$ cat src/rtl/pgwalk_pkg.sv
package pgwalk_pkg;

   localparam int FLG_PRESENT = 0;
   localparam int FLG_WRITE   = 1;
   localparam int FLG_USER    = 2;
   localparam int FLG_ACCESS  = 5;
   localparam int FLG_DIRTY   = 6;
   localparam int FLG_LARGE   = 7;

   typedef enum logic [2:0] {
      WS_IDLE,
      WS_DIR_RD,
      WS_DIR_WB,
      WS_TBL_RD,
      WS_TBL_WB,
      WS_RESP
   } walk_state_e;

endpackage

$ cat src/rtl/pgwalk_perm.sv
module pgwalk_perm
   import pgwalk_pkg::*;
#(
   parameter int ENT_W = 32
) (
   input  logic [ENT_W-1:0] entry,
   input  logic             is_write,
   input  logic             is_user,
   input  logic             at_leaf,
   output logic             deny_np,
   output logic             deny_prot,
   output logic             need_wb,
   output logic [ENT_W-1:0] wb_word
);

   if (ENT_W <= FLG_LARGE) begin : g_bad_width
      $error("pgwalk_perm: ENT_W too small for the flag field");
   end

   logic [ENT_W-1:0] set_mask;

   always_comb begin
      set_mask = '0;
      set_mask[FLG_ACCESS] = 1'b1;
      set_mask[FLG_DIRTY]  = at_leaf & is_write;
   end

   assign deny_np   = ~entry[FLG_PRESENT];
   assign deny_prot = entry[FLG_PRESENT] &
                      ((is_write & ~entry[FLG_WRITE]) | (is_user & ~entry[FLG_USER]));
   assign wb_word   = entry | set_mask;
   assign need_wb   = (wb_word != entry);

endmodule

$ cat src/rtl/pgwalk_addr.sv
module pgwalk_addr #(
   parameter int LIN_W    = 32,
   parameter int IDX_W    = 10,
   parameter int OFF_W    = 12,
   parameter bit LARGE_EN = 1'b1,
   localparam int FRAME_W = LIN_W - OFF_W,
   localparam int LOFF_W  = IDX_W + OFF_W
) (
   input  logic [FRAME_W-1:0] root_frame,
   input  logic [LIN_W-1:0]   lin,
   input  logic [FRAME_W-1:0] pde_frame,
   input  logic [FRAME_W-1:0] pte_frame,
   input  logic               cand_ps,
   output logic [LIN_W-1:0]   dir_addr,
   output logic [LIN_W-1:0]   tbl_addr,
   output logic [LIN_W-1:0]   pa_small,
   output logic [LIN_W-1:0]   pa_large,
   output logic               cand_large
);

   if (LIN_W != 2 * IDX_W + OFF_W) begin : g_bad_split
      $error("pgwalk_addr: LIN_W must equal 2*IDX_W+OFF_W");
   end
   if (OFF_W != IDX_W + 2) begin : g_bad_table
      $error("pgwalk_addr: a table of 4-byte entries must fill one page");
   end

   assign dir_addr = {root_frame, lin[LIN_W-1 -: IDX_W], 2'b00};
   assign tbl_addr = {pde_frame, lin[OFF_W +: IDX_W], 2'b00};
   assign pa_small = {pte_frame, lin[OFF_W-1:0]};
   assign pa_large = {pde_frame[FRAME_W-1 -: IDX_W], lin[LOFF_W-1:0]};

   if (LARGE_EN) begin : g_large_on
      assign cand_large = cand_ps;
   end else begin : g_large_off
      assign cand_large = cand_ps & 1'b0;
   end

endmodule

$ cat src/rtl/pgwalk.sv
module pgwalk
   import pgwalk_pkg::*;
#(
   parameter int LIN_W    = 32,
   parameter int IDX_W    = 10,
   parameter int OFF_W    = 12,
   parameter bit LARGE_EN = 1'b1,
   localparam int FRAME_W = LIN_W - OFF_W
) (
   input  logic               clk,
   input  logic               rst_n,
   input  logic [FRAME_W-1:0] root_frame,
   input  logic               req_valid,
   output logic               req_ready,
   input  logic [LIN_W-1:0]   req_lin,
   input  logic               req_write,
   input  logic               req_user,
   output logic               mem_req,
   output logic               mem_we,
   output logic [LIN_W-1:0]   mem_addr,
   output logic [LIN_W-1:0]   mem_wdata,
   input  logic               mem_ack,
   input  logic [LIN_W-1:0]   mem_rdata,
   output logic               rsp_valid,
   output logic               rsp_fault,
   output logic [LIN_W-1:0]   rsp_paddr,
   output logic [2:0]         rsp_status,
   output logic [LIN_W-1:0]   fault_addr
);

   walk_state_e      st;
   logic [LIN_W-1:0] lin_q, pde_q, pte_q, flt_q;
   logic             wr_q, usr_q, large_q, fault_q;
   logic [2:0]       stat_q;

   logic [LIN_W-1:0] dir_addr, tbl_addr, pa_small, pa_large, wb_word;
   logic             cand_large, at_leaf, deny_np, deny_prot, need_wb;

   pgwalk_addr #(
      .LIN_W(LIN_W), .IDX_W(IDX_W), .OFF_W(OFF_W), .LARGE_EN(LARGE_EN)
   ) i_addr (
      .root_frame (root_frame),
      .lin        (lin_q),
      .pde_frame  (pde_q[LIN_W-1:OFF_W]),
      .pte_frame  (pte_q[LIN_W-1:OFF_W]),
      .cand_ps    (mem_rdata[FLG_LARGE]),
      .dir_addr   (dir_addr),
      .tbl_addr   (tbl_addr),
      .pa_small   (pa_small),
      .pa_large   (pa_large),
      .cand_large (cand_large)
   );

   assign at_leaf = (st == WS_TBL_RD) | cand_large;

   pgwalk_perm #(.ENT_W(LIN_W)) i_perm (
      .entry     (mem_rdata),
      .is_write  (wr_q),
      .is_user   (usr_q),
      .at_leaf   (at_leaf),
      .deny_np   (deny_np),
      .deny_prot (deny_prot),
      .need_wb   (need_wb),
      .wb_word   (wb_word)
   );

   always_ff @(posedge clk) begin
      if (!rst_n) begin
         st      <= WS_IDLE;
         lin_q   <= '0;
         pde_q   <= '0;
         pte_q   <= '0;
         flt_q   <= '0;
         wr_q    <= 1'b0;
         usr_q   <= 1'b0;
         large_q <= 1'b0;
         fault_q <= 1'b0;
         stat_q  <= '0;
      end else begin
         unique case (st)
            WS_IDLE: if (req_valid) begin
               lin_q   <= req_lin;
               wr_q    <= req_write;
               usr_q   <= req_user;
               large_q <= 1'b0;
               fault_q <= 1'b0;
               stat_q  <= '0;
               st      <= WS_DIR_RD;
            end
            WS_DIR_RD: if (mem_ack) begin
               pde_q <= wb_word;
               if (deny_np || deny_prot) begin
                  fault_q <= 1'b1;
                  stat_q  <= {usr_q, wr_q, deny_prot};
                  flt_q   <= lin_q;
                  st      <= WS_RESP;
               end else begin
                  large_q <= cand_large;
                  if (need_wb)         st <= WS_DIR_WB;
                  else if (cand_large) st <= WS_RESP;
                  else                 st <= WS_TBL_RD;
               end
            end
            WS_DIR_WB: if (mem_ack) st <= large_q ? WS_RESP : WS_TBL_RD;
            WS_TBL_RD: if (mem_ack) begin
               pte_q <= wb_word;
               if (deny_np || deny_prot) begin
                  fault_q <= 1'b1;
                  stat_q  <= {usr_q, wr_q, deny_prot};
                  flt_q   <= lin_q;
                  st      <= WS_RESP;
               end else begin
                  st <= need_wb ? WS_TBL_WB : WS_RESP;
               end
            end
            WS_TBL_WB: if (mem_ack) st <= WS_RESP;
            WS_RESP:   st <= WS_IDLE;
            default:   st <= WS_IDLE;
         endcase
      end
   end

   assign req_ready  = (st == WS_IDLE);
   assign mem_req    = (st == WS_DIR_RD) | (st == WS_DIR_WB) |
                       (st == WS_TBL_RD) | (st == WS_TBL_WB);
   assign mem_we     = (st == WS_DIR_WB) | (st == WS_TBL_WB);
   assign mem_addr   = ((st == WS_DIR_RD) || (st == WS_DIR_WB)) ? dir_addr : tbl_addr;
   assign mem_wdata  = (st == WS_DIR_WB) ? pde_q : ((st == WS_TBL_WB) ? pte_q : '0);
   assign rsp_valid  = (st == WS_RESP);
   assign rsp_fault  = rsp_valid & fault_q;
   assign rsp_status = rsp_fault ? stat_q : '0;
   assign rsp_paddr  = (rsp_valid && !fault_q) ? (large_q ? pa_large : pa_small) : '0;
   assign fault_addr = flt_q;

   // the response lasts one cycle and acceptance makes the walker busy
   p_one_pulse_r10: assert property (@(posedge clk) disable iff (!rst_n)
      rsp_valid |=> !rsp_valid);
   p_busy_after_accept_r10: assert property (@(posedge clk) disable iff (!rst_n)
      (req_valid && req_ready) |=> !req_ready);
   // a pending memory access is held until acknowledged
   p_hold_mem_r1: assert property (@(posedge clk) disable iff (!rst_n)
      (mem_req && !mem_ack) |=> (mem_req && $stable(mem_addr) && $stable(mem_we)));
   // every write-back carries the Accessed flag
   p_wb_accessed_r7: assert property (@(posedge clk) disable iff (!rst_n)
      (mem_req && mem_we) |-> mem_wdata[FLG_ACCESS]);
   // a successful walk reports a clear status
   p_ok_status_r9: assert property (@(posedge clk) disable iff (!rst_n)
      (rsp_valid && !rsp_fault) |-> (rsp_status == 3'b000));
   // the fault address is left alone by walks that succeed
   p_fault_addr_kept_r11: assert property (@(posedge clk) disable iff (!rst_n)
      (rsp_valid && !rsp_fault) |-> $stable(fault_addr));

endmodule

$ cat config.mk
export PLATFORM = sky130hd
export DESIGN_NAME = pgwalk
export DESIGN_NICKNAME = d
export VERILOG_FILES = /design/src/rtl/pgwalk_pkg.sv /design/src/rtl/pgwalk_perm.sv /design/src/rtl/pgwalk_addr.sv /design/src/rtl/pgwalk.sv
export SDC_FILE = /design/constraint.sdc
export NUM_CORES = 1
export LEC_CHECK = 0
export BUFFER_PORTS_ARGS = -buffer_cell sky130_fd_sc_hd__buf_2
export CORE_UTILIZATION = 45
export CTS_CLUSTER_SIZE = 20
export DETAILED_ROUTE_END_ITERATION = 8
export GPL_ROUTABILITY_DRIVEN = 0
export HOLD_SLACK_MARGIN = 0.08
export PLACE_DENSITY = 0.78
export REMOVE_ABC_BUFFERS = 1
export SYNTH_ARGS = -nofsm -noshare
export SYNTH_HDL_FRONTEND = slang
export SYNTH_SLANG_ARGS = --single-unit
$ cat constraint.sdc
create_clock -name clk -period 2.55 [get_ports clk]
set_clock_uncertainty 0.1 [all_clocks]
set_input_delay 0.255 -clock clk [delete_from_list [all_inputs] [get_ports clk]]
set_output_delay 0.255 -clock clk [all_outputs]
set_load 0.1 [all_outputs]
---- After elaboration in Yosys (flattened, before gate mapping) ----
Index checks and enable logic that the tools add are counted.
storage, ports and cells
  bits of input ports ..................... 90
  bits in registers ....................... 138
  word-level logic and storage cells ...... 83
  output and inout bits ................... 136
cells by class
  reductions and logical operators ........ 15
  bitwise operators ....................... 15
  equality and inequality tests ........... 14
  multiplexer cells ....................... 29
operators with widths
  kind                  number
  $mux W32              5
  $mux W3               13
  $ne A32 B32 Y1        1
  $or A32 B7 Y32        1
  $pmux W3 S5           1
  $ne A2 B2 Y1 const B  6
  $reduce_and A4 Y1     2
  $mux W1               7
  $eq A3 B2 Y1 const B  2
  $eq A3 B3 Y1 const B  2
  $or A1 B1 Y1          6
  $pmux W3 S2           1
  $reduce_and A2 Y1     3
  $and A1 B1 Y1         5
  $reduce_and A5 Y1     1
  $ne A2 B1 Y1 const B  2
  $pmux W1 S2           2
  $reduce_bool A2 Y1    2
  $eq A3 B1 Y1 const B  1
  $logic_not A3 Y1      1
  $not A1 Y1            3
  $reduce_and A3 Y1     1
  $logic_or A1 B1 Y1    2
  $reduce_or A2 Y1      1
  other kinds (2)       2

---- Logic depth before layout (Yosys ltp) ----
  depth after elaboration ................. 9
  mapped depth ............................ 7
  depth with buffers taken out ............ 4

---- Hierarchy ----
Synthesis repeated with hierarchy kept, for this count alone.
second synthesis, totals
  cell total of the unflattened synthesis .. 954
  area total of the unflattened synthesis .. 7826.3 um^2
by module, submodules not included
  module       area each (um^2)  cells each  times used
  pgwalk       6577.6            785         1
  pgwalk_addr  972.2             130         1
  pgwalk_perm  276.5             39          1

---- Worst setup path before layout ----
No wires, ideal clock.
  kind .................................... register -> output
  from .................................... register st[0]
  to ...................................... output port rsp_paddr[12]
  buffers on the path ..................... 2
  cell stages (with the launch flop) ...... 7
  data arrival time ....................... 4335 ps
  path slack .............................. -2140 ps
  required time ........................... 2195 ps
  cells stage by stage .................... dfxtp_1 buf_2 inv_1 nor3_1 nand2b_1 clkbuf_1 nor2_1
between the ends
  longest elaborated chain between the ends .. 3
ends and longest elaborated chain
  element                 line           RTL
  start, declared         pgwalk.sv:31   walk_state_e st;
  start signal, assigned  pgwalk.sv:104  WS_DIR_WB: if (mem_ack) st <= large_q ? WS_RESP : WS_TBL_RD;
  start signal, assigned  pgwalk.sv:113  st <= need_wb ? WS_TBL_WB : WS_RESP;
  $eq A3 B3 Y1            pgwalk.sv:129  assign rsp_valid = (st == WS_RESP);
  net rsp_valid           pgwalk.sv:24   output logic rsp_valid,
  $logic_and A1 B1 Y1     pgwalk.sv:132  assign rsp_paddr = (rsp_valid && !fault_q) ? (large_q ? pa_large : pa_small) : '0;
  $mux W32                pgwalk.sv:132
  end, declared           pgwalk.sv:26   output logic [LIN_W-1:0] rsp_paddr,
The timed path passes the listed nets, and every way through them passes these cells.

---- Worst setup path in the final report ----
  from .................................... register st[0]
  to ...................................... output port rsp_status[2]
between the ends
  longest elaborated chain between the ends .. 3
ends and longest elaborated chain
  element        line           RTL
  $eq A3 B3 Y1   pgwalk.sv:129
  $and A1 B1 Y1  pgwalk.sv:130  assign rsp_fault = rsp_valid & fault_q;
  $mux W3        pgwalk.sv:131  assign rsp_status = rsp_fault ? stat_q : '0;
  end, declared  pgwalk.sv:27   output logic [2:0] rsp_status,
Every way passes these cells.

==> flow_summary_export.csv <==
group,metric,value,unit
clock_tree,clk_latency,0.42,ns
place,place_ws,0.445,ns
finish,antenna_cells,0,
finish,final_cell_mix,"nand2_1, dfxtp_1, buf_2, buf_12, a21boi_0",
setup_path,crit_chain,"buf_4, nor2b_1, and3_1, and2_1, buf_2",
timing,rsz0062_at_grt,"false",
floorplanning,io_pins,226,
finish,final_common_cell,"nand2_1",
setup_path,crit_path_end_kind,"output port",
yosys,seq_area_frac_synth,0.430,
floorplanning,die_h,121,um
drt,via_per_inst,5.37,
finish,nFillCells,890,
clock_tree,cts_buffers,17,
drt,num_vias,6621,
yosys,synthCells,781,
finish,syn2layout_area_growth,61.6,%
floorplanning,fp-row-count,43,
global_routing,grt_start_max_net_pins,174,
min_path,hold_class,"primary input to flop",
power,power.density,604,mW/mm^2
setup_path,cp_slowest_stage_delay,0.41,ns
setup_path,slowest_stage,"dfxtp_2",
outcome,outcome,"complete, no violations",
finish,final_util,0.748,
setup_path,crit_family,"buffers and inverters",
timing,fin_crit,2.42,ns
clock_tree,clockBufferDepth,2,
timing,worst_pin_slew,0.706,ns
clock_tree,path_clk_slew,0.06,ns
floorplanning,start_util,0.463,
yosys,ys_ff_latch,138,
yosys,async_flop_share,0,
floorplanning,fp.dieW,121,um
setup_path,worst_setup_path_start_kind,"flop",
clock_tree,cts_root_buffer,"clkbuf_16",
timing,maxSlewHeadroom,0.529,
timing,setup_viol,0,
finish,drive_gt1_frac,0.305,
flow_run,max_cap_viol_count,0,
clock_tree,cts_sinks,138,
yosys,synth.avg_cell_area,8.22,um^2
timing,fin_setup_tns,0,ns
timing,slew_viol_final,0,
yosys,syn-cell-area,0.00642,mm^2
global_routing,grt_pass1_wl,32300,um
drt,wl,20900,um
power,peakVddDrop,0.469,mV
place,hpwl,13000,um
setup_path,crit_fanout,12,
place,port_buffers,223,
drt,ant_nets,0,
setup_path,path_class,"flop to output port",
clock_tree,htree_levels,4,
setup_path,cp.arrival,2.07,ns
finish,nets,1131,
global_routing,overflow,0,
global_routing,grtUsageTotal,0.282,
yosys,synthFlopType,"dfxtp_1",
drt,first_pass_iters,5,
global_routing,grt_pass1_vias,6501,
floorplanning,core,0.0139,mm^2
timing,fmax,413,MHz
timing,hold_viol_final,0,
drt,wl_per_cell,17.0,um
drt,drt-initial-drc-count,490,
timing,worst_slack,0.126,ns
setup_path,cp.required,2.19,ns
yosys,synth_edf_count,0,
global_routing,antenna_found_initial,0,
drt,drc,0,
yosys,yosys_warnings,0,
clock_tree,cts_tree,"built",
setup_path,cp.buffers_inverters,2,
timing,final.period_utilization,0.951,
floorplanning,dieArea,0.0148,mm^2
yosys,ys_types,43,
power,leakage,4.05,nW
## per-stage QoR
stage               power [W]  cell area [um^2]  hold WS, ns  std cells
floorplan             0.00320              6090        0.273        712
global placement      0.00375              9130        0.341       1137
detailed placement    0.00377              9130        0.347       1137
CTS                   0.00628             10400        0.145       1234
global route          0.00646             10400        0.179       1234
finish                0.00627             10400        0.169       1234
## timing repair
action | in CTS | in global routing
resized for setup | 1 | 3
gates cloned | 0 | 0
setup endpoints to repair | 1 | 21
buffers inserted | 0 | 0
pin swaps | 0 | 0
hold buffers | 65 | 0
endpoints found under the hold margin | 96 | 0
## registers in the layout, indices dropped and copies added, names as in the netlist
signal	flops
large_q	1
stat_q	3
usr_q	1
fault_addr	32
pde_q	32
lin_q	32
st	3
pte_q	32
fault_q	1
wr_q	1
## final cells by class
cell class | count | area [um^2] | area share
clock buffers | 22 | 474 | 0.0457
clock inverters | 10 | 116 | 0.0112
inverters | 3 | 11.3 | 0.00108
multi-input cells | 571 | 3360 | 0.324
flip-flops and latches | 138 | 2770 | 0.266
well taps | 180 | 225 | 0.0217
repair buffers | 310 | 3430 | 0.330
## synthesized netlist by cell type (2+ instances only)
master      n  area [um^2]
xnor2_1     2         17.5
nor3b_1     2         15.0
a21oi_1     8         40.0
nor3_2      2         20.0
and3_1      2         12.5
mux2i_1    20          200
buf_4      10         75.1
inv_1       2         7.51
dfxtp_1   138         2760
clkbuf_1   30          113
nor3_1      2         10.0
o21a_1      3         22.5
or2_2       2         12.5
nor2_1     27          101
buf_2      29          145
nand2_1   225          845
a22o_1     32          280
nor2b_1     2         12.5
nand3_1    39          195
o21ai_0    42          210
a21boi_1    8         60.1
mux2_2     31          349
a21boi_0   86          646
nand2b_1    3         18.8
and2_1     16          100
## per-layer routing
layer / vias up / wire length [um] / GRT usage
met2: 309 / 10500 / 0.490
li1: 3157 / - / -
met4: 0 / 421 / 0.110
met5: - / 0 / 0
met1: 3113 / 8270 / 0.322
met3: 42 / 1720 / 0.0822
## worst reg2reg max path, stage by stage (launching register included)
cell	delay [ns]
dfxtp_2	0.41
buf_4	0.22
nand2_1	0.17
nor3_4	0.49
buf_4	0.27
nand2_1	0.07
a21boi_0	0.19
## path summary, 6_finish.rpt
path                                       to  slack [ns]  depth (start not counted)                   startpoint
hold / removal             st[0]$_SDFFE_PN0P_        0.17                          4                    req_valid
setup reg to reg       pde_q[21]$_SDFFE_PN0P_        0.55                          6           st[0]$_SDFFE_PN0P_
setup / recovery                rsp_status[2]        0.13                          5           st[0]$_SDFFE_PN0P_
hold reg to reg   fault_addr[12]$_SDFFE_PN0P_        0.36                          2  fault_addr[12]$_SDFFE_PN0P_
## report_power, final
part,leakage [nW],switching [W],internal (W)
combinational,2.65,0.000952,0.000550
clock,0.286,0.000938,0.00152
sequential,1.12,0.0000751,0.00224
total,4.05,0.00196,0.00431
## cells by family (layout without fill, tap and decap cells)
logic type                Yosys count  after routing  share of synthesized area
and+or+nand+nor                   329            329                      0.220
AOI/OAI and AO/OA                 187            187                      0.207
DFF                               138            138                      0.430
buffers and inverters              73            345                     0.0542
muxes                              51             51                     0.0855
xor gates and xnor gates            2              2                    0.00273
other                               1              2                   0.000584
Note: power is estimated with default switching activity, not from simulation.
